## src/rtl/hzc_pkg.sv

```systemverilog
// Shared encodings for the hazard controller.
// Assumes 4-bit operation codes and 4-bit register identifiers.
package hzc_pkg;
    localparam int OP_W     = 4;
    localparam int REG_W    = 4;
    localparam int STAGES   = 5;
    localparam int ST_FETCH = 0;
    localparam int ST_DEC   = 1;
    localparam int ST_EXE   = 2;
    localparam int ST_MEM   = 3;
    localparam int ST_WB    = 4;

    localparam logic [OP_W-1:0]  OP_NOP   = 4'h1;
    localparam logic [OP_W-1:0]  OP_ALU   = 4'h2;
    localparam logic [OP_W-1:0]  OP_LOAD  = 4'h5;
    localparam logic [OP_W-1:0]  OP_JCOND = 4'h7;
    localparam logic [OP_W-1:0]  OP_RET   = 4'h9;
    localparam logic [OP_W-1:0]  OP_POP   = 4'hB;
    localparam logic [REG_W-1:0] REG_NONE = 4'hF;
endpackage

```

## src/rtl/hzc_loaduse_det.sv

```systemverilog
// Load/use detector: flags a load or pop in execute whose memory result
// feeds a source of the decode instruction. Assumes REG_NONE never matches.
module hzc_loaduse_det
    import hzc_pkg::*;
(
    input  logic [OP_W-1:0]  op_exe_i,
    input  logic [REG_W-1:0] dst_ld_exe_i,
    input  logic [REG_W-1:0] src_a_dec_i,
    input  logic [REG_W-1:0] src_b_dec_i,
    output logic             hit_o
);
    logic is_load;
    logic dst_valid;

    // Decide whether the execute instruction reads memory into a register.
    always_comb begin
        is_load   = (op_exe_i == OP_LOAD) || (op_exe_i == OP_POP);
        dst_valid = (dst_ld_exe_i != REG_NONE);
        hit_o     = is_load && dst_valid &&
                    ((dst_ld_exe_i == src_a_dec_i) || (dst_ld_exe_i == src_b_dec_i));
    end
endmodule

```

## src/rtl/hzc_ret_det.sv

```systemverilog
// Return detector: reports a return still ahead of its target read,
// i.e. in decode, execute or memory.
module hzc_ret_det
    import hzc_pkg::*;
(
    input  logic [OP_W-1:0] op_dec_i,
    input  logic [OP_W-1:0] op_exe_i,
    input  logic [OP_W-1:0] op_mem_i,
    output logic            pending_o
);
    // A return anywhere before writeback blocks fetch.
    always_comb begin
        pending_o = (op_dec_i == OP_RET) || (op_exe_i == OP_RET) ||
                    (op_mem_i == OP_RET);
    end
endmodule

```

## src/rtl/hzc_branch_chk.sv

```systemverilog
// Branch checker: under predict-taken, a conditional jump resolved
// not taken in execute is a misprediction.
module hzc_branch_chk
    import hzc_pkg::*;
(
    input  logic [OP_W-1:0] op_exe_i,
    input  logic            taken_exe_i,
    output logic            miss_o
);
    // Compare the resolved outcome with the static taken guess.
    always_comb begin
        miss_o = (op_exe_i == OP_JCOND) && !taken_exe_i;
    end
endmodule

```

## src/rtl/hzc_arbiter.sv

```systemverilog
// Arbiter: turns the three hazard flags into per-stage stall/bubble
// vectors. Precedence: misprediction, then load/use, then return.
module hzc_arbiter
    import hzc_pkg::*;
(
    input  logic               miss_i,
    input  logic               loaduse_i,
    input  logic               ret_i,
    output logic [STAGES-1:0]  stall_o,
    output logic [STAGES-1:0]  bubble_o
);
    logic lu_eff;

    // Build the control vectors from the winning policy.
    always_comb begin
        lu_eff   = loaduse_i && !miss_i;
        stall_o  = '0;
        bubble_o = '0;
        stall_o[ST_FETCH] = (lu_eff || ret_i) && !miss_i;
        stall_o[ST_DEC]   = lu_eff;
        bubble_o[ST_DEC]  = miss_i || (ret_i && !lu_eff);
        bubble_o[ST_EXE]  = miss_i || lu_eff;
    end
endmodule

```

## src/rtl/pipe_hazard_ctrl.sv

```systemverilog
// Hazard controller top: combines load/use, return and misprediction
// detection and arbitrates them into per-stage controls. Purely
// combinational; the pipeline registers apply the outputs at their edge.
module pipe_hazard_ctrl
    import hzc_pkg::*;
(
    input  logic [3:0] op_dec_i,
    input  logic [3:0] op_exe_i,
    input  logic [3:0] op_mem_i,
    input  logic [3:0] src_a_dec_i,
    input  logic [3:0] src_b_dec_i,
    input  logic [3:0] dst_ld_exe_i,
    input  logic       taken_exe_i,
    output logic [4:0] stall_o,
    output logic [4:0] bubble_o,
    output logic       mispredict_o
);
    logic lu_hit;
    logic ret_pend;
    logic br_miss;

    hzc_loaduse_det i_lu (
        .op_exe_i(op_exe_i), .dst_ld_exe_i(dst_ld_exe_i),
        .src_a_dec_i(src_a_dec_i), .src_b_dec_i(src_b_dec_i), .hit_o(lu_hit)
    );
    hzc_ret_det i_ret (
        .op_dec_i(op_dec_i), .op_exe_i(op_exe_i), .op_mem_i(op_mem_i),
        .pending_o(ret_pend)
    );
    hzc_branch_chk i_br (
        .op_exe_i(op_exe_i), .taken_exe_i(taken_exe_i), .miss_o(br_miss)
    );
    hzc_arbiter i_arb (
        .miss_i(br_miss), .loaduse_i(lu_hit), .ret_i(ret_pend),
        .stall_o(stall_o), .bubble_o(bubble_o)
    );

    // Export the branch outcome for the fetch redirect.
    always_comb mispredict_o = br_miss;

    // Invariants guarding the arbitration outputs.
    always_comb begin
        p_exclusive_r9: assert ((stall_o & bubble_o) == 5'b0)
            else $error("stall and bubble both set");
        p_late_idle_r9: assert (stall_o[4:3] == 2'b0 && bubble_o[4:3] == 2'b0)
            else $error("memory/writeback control set");
        p_loaduse_r2: assert (!lu_hit || (stall_o[1] && bubble_o[2] && stall_o[0]))
            else $error("load/use not held");
        p_ret_r4: assert (!(ret_pend && !lu_hit && !br_miss) ||
                          (stall_o[0] && bubble_o[1]))
            else $error("return not held");
        p_miss_r5: assert (!br_miss || (bubble_o[1] && bubble_o[2] && !stall_o[0]))
            else $error("misprediction not squashed");
    end
endmodule

```

## config.mk

```make
export PLATFORM = sky130hd
export DESIGN_NAME = pipe_hazard_ctrl
export DESIGN_NICKNAME = d
export VERILOG_FILES = /design/src/rtl/hzc_pkg.sv /design/src/rtl/hzc_loaduse_det.sv /design/src/rtl/hzc_ret_det.sv /design/src/rtl/hzc_branch_chk.sv /design/src/rtl/hzc_arbiter.sv /design/src/rtl/pipe_hazard_ctrl.sv
export SDC_FILE = /design/constraint.sdc
export NUM_CORES = 1
export LEC_CHECK = 0
export CORE_AREA = 2 2 39 41
export DETAILED_ROUTE_END_ITERATION = 8
export DIE_AREA = 0 0 41 43
export DONT_BUFFER_PORTS = 1
export PLACE_DENSITY = 0.32
export SLEW_MARGIN = 20
export SYNTH_ARGS = -nofsm -noshare
export SYNTH_HDL_FRONTEND = slang
export SYNTH_SLANG_ARGS = --single-unit
export TNS_END_PERCENT = 100
```

## constraint.sdc

```tcl
create_clock -name vclk -period 0.9
set_clock_uncertainty 0.1 [all_clocks]
set_input_delay 0 -clock vclk [all_inputs]
set_output_delay 0 -clock vclk [all_outputs]
set_load 0.1 [all_outputs]
```

---- Yosys cells after proc, flatten, opt, wreduce, memory -nomap -nowiden ----
Cells that the tools add are included.
cells by class
  add/sub/neg operators ................... 0
  multipliers ............................. 0
  div/mod/pow operators ................... 0
  order comparisons ....................... 0
  equal/unequal tests ..................... 9
  shifts and indexed selects .............. 0
  muxes and demuxes ....................... 0
  bitwise operators ....................... 0
  reductions and logical operators ........ 16
operator list
  cell                                           number
  == test 4 bit, second input constant           4
  == test 4 x 3 -> 1 bit, second input constant  2
  == test 4 bit                                  2
  logical OR 1 bit                               7
  logical AND 1 bit                              6
  inequality test 4 bit, second input constant   1
  logical NOT 1 bit                              3
word-level totals
  bits in registers ....................... 0
  latch bits .............................. 0
  bits in writable memories ............... 0
  bits in read-only memories .............. 0
  input bits .............................. 25
  memories ................................ 0

---- Logic depth before layout (Yosys ltp) ----
  depth in word-level cells ............... 8
  depth in mapped cells ................... 5

---- Modules after synthesis ----
A second synthesis with hierarchy kept.
second synthesis, totals
  cells, all modules ...................... 35
  area total of the unflattened synthesis .. 251.5 um2
by module, submodules not included
  module           times used  cells each  area an instance (um2)  sequential area each (um2)
  hzc_loaduse_det  1           15          117.6                   0.0
  hzc_arbiter      1           14          85.1                    0.0
  hzc_ret_det      1           4           36.3                    0.0
  hzc_branch_chk   1           2           12.5                    0.0

---- Least setup slack after synthesis ----
No wires, ideal clock.
  path type ............................... input -> output
  start point ............................. in op_exe_i[3]
  end point ............................... out stall_o[0]
  data arrival time ....................... 2886 ps
  path slack .............................. -2086 ps
  cell stages on the path ................. 4
  path buffers ............................ 0
  cell sequence ........................... nand2b_1 > or3_1 > inv_1 > o21ai_0
on the way
  elaborated cells on any way between the ends .. 14
  those cells by class .................... eq/ne: 4; reduce/logical: 10
RTL lines
  item                      RTL line                              RTL
  start, declared           pipe_hazard_ctrl.sv:8                 input logic [3:0] op_exe_i,
  == test 4 x 3 -> 1 bit *  hzc_branch_chk.sv:12                  miss_o = (op_exe_i == OP_JCOND) && !taken_exe_i;
  logical AND 1 bit *       hzc_branch_chk.sv:12
  net mispredict_o          pipe_hazard_ctrl.sv:16                output logic mispredict_o
  logical NOT 1 bit *       hzc_arbiter.sv:16, hzc_arbiter.sv:19
  logical AND 1 bit         hzc_arbiter.sv:16                     lu_eff = loaduse_i && !miss_i;
  logical OR 1 bit          hzc_arbiter.sv:19                     stall_o[ST_FETCH] = (lu_eff || ret_i) && !miss_i;
  logical AND 1 bit *       hzc_arbiter.sv:19
  end, declared             pipe_hazard_ctrl.sv:14                output logic [4:0] stall_o,
The timed path passes the listed nets; every way through them passes the cells marked *.

---- Worst setup path in the final report ----
  start point ............................. in dst_ld_exe_i[2]
  end point ............................... out bubble_o[1]
on the way
  longest elaborated chain between the ends .. 7
  elaborated cells on any way between the ends .. 10
  those cells by class .................... eq/ne: 3; reduce/logical: 7
ends and longest elaborated chain
  item                                                           RTL line                                      RTL
  start, declared                                                pipe_hazard_ctrl.sv:12                        input logic [3:0] dst_ld_exe_i,
  inequality test 4 bit / == test 4 bit (equally long branches)  hzc_loaduse_det.sv:18, hzc_loaduse_det.sv:20
  logical AND 1 bit / logical OR 1 bit (equally long branches)   hzc_loaduse_det.sv:19, hzc_loaduse_det.sv:20
  logical AND 1 bit *                                            hzc_loaduse_det.sv:19                         hit_o = is_load && dst_valid &&
  logical AND 1 bit *                                            hzc_arbiter.sv:16
  logical NOT 1 bit *                                            hzc_arbiter.sv:21                             bubble_o[ST_DEC] = miss_i || (ret_i && !lu_eff);
  logical AND 1 bit *                                            hzc_arbiter.sv:21
  logical OR 1 bit *                                             hzc_arbiter.sv:21
  end, declared                                                  pipe_hazard_ctrl.sv:15                        output logic [4:0] bubble_o,
Every way passes the cells marked *; elsewhere a longest branch is shown, timed or not.

==> metrics <==
largest net degree at the start of global routing 5; Fillers 148; Setup CP Type input port to output port; Crit path required time approximately 0.8 ns; routed len/inst 11.3 um; maximum fanout along the worst path 3; min Tclk post-route about 1.1 ns; CP Launch Type input port; Remaining DRCs 0; Mapped Cells 34; vias per cell 4.61; Max Cap Viol 0; Top Metal Used met3; Tot Pwr approximately 0.32 mW; Slew Viols, Final 0; worst-path cell chain xor2_1, nor4_2, o2111ai_2, inv_2, a21oi_4, buf_12; I/O Buffers 0; HPWL after detailed placement 595 um; delay-heaviest family, CP buffers and inverters; Post-Syn Area between 200 and 250 um^2; die area roughly 1800 um^2; min-delay worst type input port to output port; register area 0 um^2; WP depth 6; clock buffer count 0; # IOs 36; first-pass GRT wire length roughly 920 um; layout cells sized above 1 slightly below 40%; DRT Pass-1 Iters 3; Final nets 65; area delta synth->final 60.8%; metal1 wirelength ~150 um; initial antenna violation count 0; slowest stage delay, CP about 0.29 ns; violations in the final reports setup timing; Ant. Diodes 0; DP Area around 380 um^2; Data arrival, critical path 1.05 ns; RSZ-0062 raised after global routing yes; Period Utilization, post-route 128%; Leakage Power between 0.15 and 0.2 nW; Slowest-stage cell, CP nor4_2; FFs & Latches 0; Max Clk Rate between 0.8 and 0.9 GHz; drt total wl a little over 600 um; most common cell in the synthesized netlist xor2_1; Setup crit end kind output port; commonest cells in the netlist 8 x xor2_1, 7 x buf_4, 3 x nor4bb_1; Final Hold Viols 0; Syn Area/Cell between 7 and 8 um^2; area occupied by multi-input gates around 250 um^2; total track usage 7.09%; worst setup path end bubble_o[1]; min setup slack post-route -0.248 ns; status finished, violations left; starting density of the core 17.5%; PD cells just over 800 nW/um^2; Post-CTS Hold Buffers 0; share of the synthesized area in the top cell type ~29%; met3 WL post-DR roughly 68 um; detailed-route via count roughly 250; worst vdd ir 0.278 mV; Die W 41 um; worst path bufs/invs 2; GRT overflow 0; cell taking the most area after synthesis xor2_1; largest cells by area after synthesis xor2_1 29%, buf_4 22%, nor4bb_1 12%, nor4_1 5.2%, o21ai_0 4.1%; crit path from dst_ld_exe_i[2]; row count 14; Seq/Total Area, Yosys 0%; final instance area approximately 390 um^2; Final GP Congestion between 0.6 and 0.7; DRT antenna net count 0; DRT iter0 DRCs 1; chip height 43 um; total core area between 1000 and 1500 um^2; met2 wire len between 300 and 400 um; Synth warnings 0; number of global-route vias before repair between 200 and 250; synth unique cells 16; # setup viols final 5
how the worst min path moves through the flow:
stage                startpoint    endpoint  slack [ns]  depth (start not counted)
floorplan           op_exe_i[0]  stall_o[0]        0.20                          2
global placement    op_exe_i[0]  stall_o[0]        0.24                          3
detailed placement  op_exe_i[0]  stall_o[0]        0.24                          3
CTS                 op_exe_i[0]  stall_o[0]        0.24                          3
global route        op_exe_i[0]  stall_o[0]        0.25                          3
finish              op_exe_i[0]  stall_o[0]        0.23                          3
metal layers:
metal | vias up | GRT usage (%)
li1 | 117 | -
met1 | 114 | 8.23
met2 | 18 | 14.1
met3 | 0 | 0
met4 | 0 | 0
met5 | - | 0
power breakdown:
part / switching [mW] / internal, mW / total, mW / leakage, nW
registers: 0 / 0 / 0 / 0
clock network: 0 / 0 / 0 / 0
logic: 0.230 / 0.0862 / 0.317 / 0.154
layout by cell type (no fill, tap or decap):
| cell type | n |
|---|---|
| a21oi_4 | 1 |
| buf_12 | 5 |
| buf_4 | 1 |
| clkinvlp_4 | 1 |
| conb_1 | 6 |
| inv_2 | 1 |
| nand2_1 | 2 |
| nand2b_4 | 1 |
| nand3b_1 | 1 |
| nand4_1 | 1 |
| nor3_1 | 1 |
| nor4_2 | 2 |
| nor4bb_1 | 3 |
| o2111ai_2 | 1 |
| o21ai_0 | 1 |
| o21ai_4 | 1 |
| or3_4 | 1 |
| xor2_1 | 8 |
logic make-up after synthesis:
kind of cell	count (synthesis)	share of synthesized area (%)
and+or+nand+nor	12	33.5
buffers and inverters	9	24.7
xor gates and xnor gates	8	28.9
AOI/OAI and AO/OA	4	11.3
other	1	1.54
metrics by stage:
step	setup slack, ns	utilization, %	hold slack (ns)	TNS [ns]	cells
2_1_floorplan	-0.611	-	0.200	-1.83	39
5_1_grt	-0.329	28.2	0.248	-1.25	54
4_1_cts	-0.277	28.2	0.236	-1.03	54
3_3_place_gp	-0.292	27.3	0.239	-1.12	54
3_5_place_dp	-0.305	27.3	0.237	-1.16	54
6_report	-0.248	28.2	0.232	-0.917	54
timing repair:
item | 4_1_cts | 5_1_grt
resized for setup | 2 | 0
gates cloned | 0 | 0
endpoints found under the hold margin | 0 | 0
setup buffers | 0 | 0
pin swaps | 3 | 2
setup endpoints to repair | 5 | 5
final cells by class:
cell class / instances / share of cell area, %
inverters: 2 / 2.88
multi-input cells: 30 / 64.4
well taps: 16 / 5.13
repair buffers: 6 / 27.6
No activity file was read; power rests on OpenSTA's default activity.
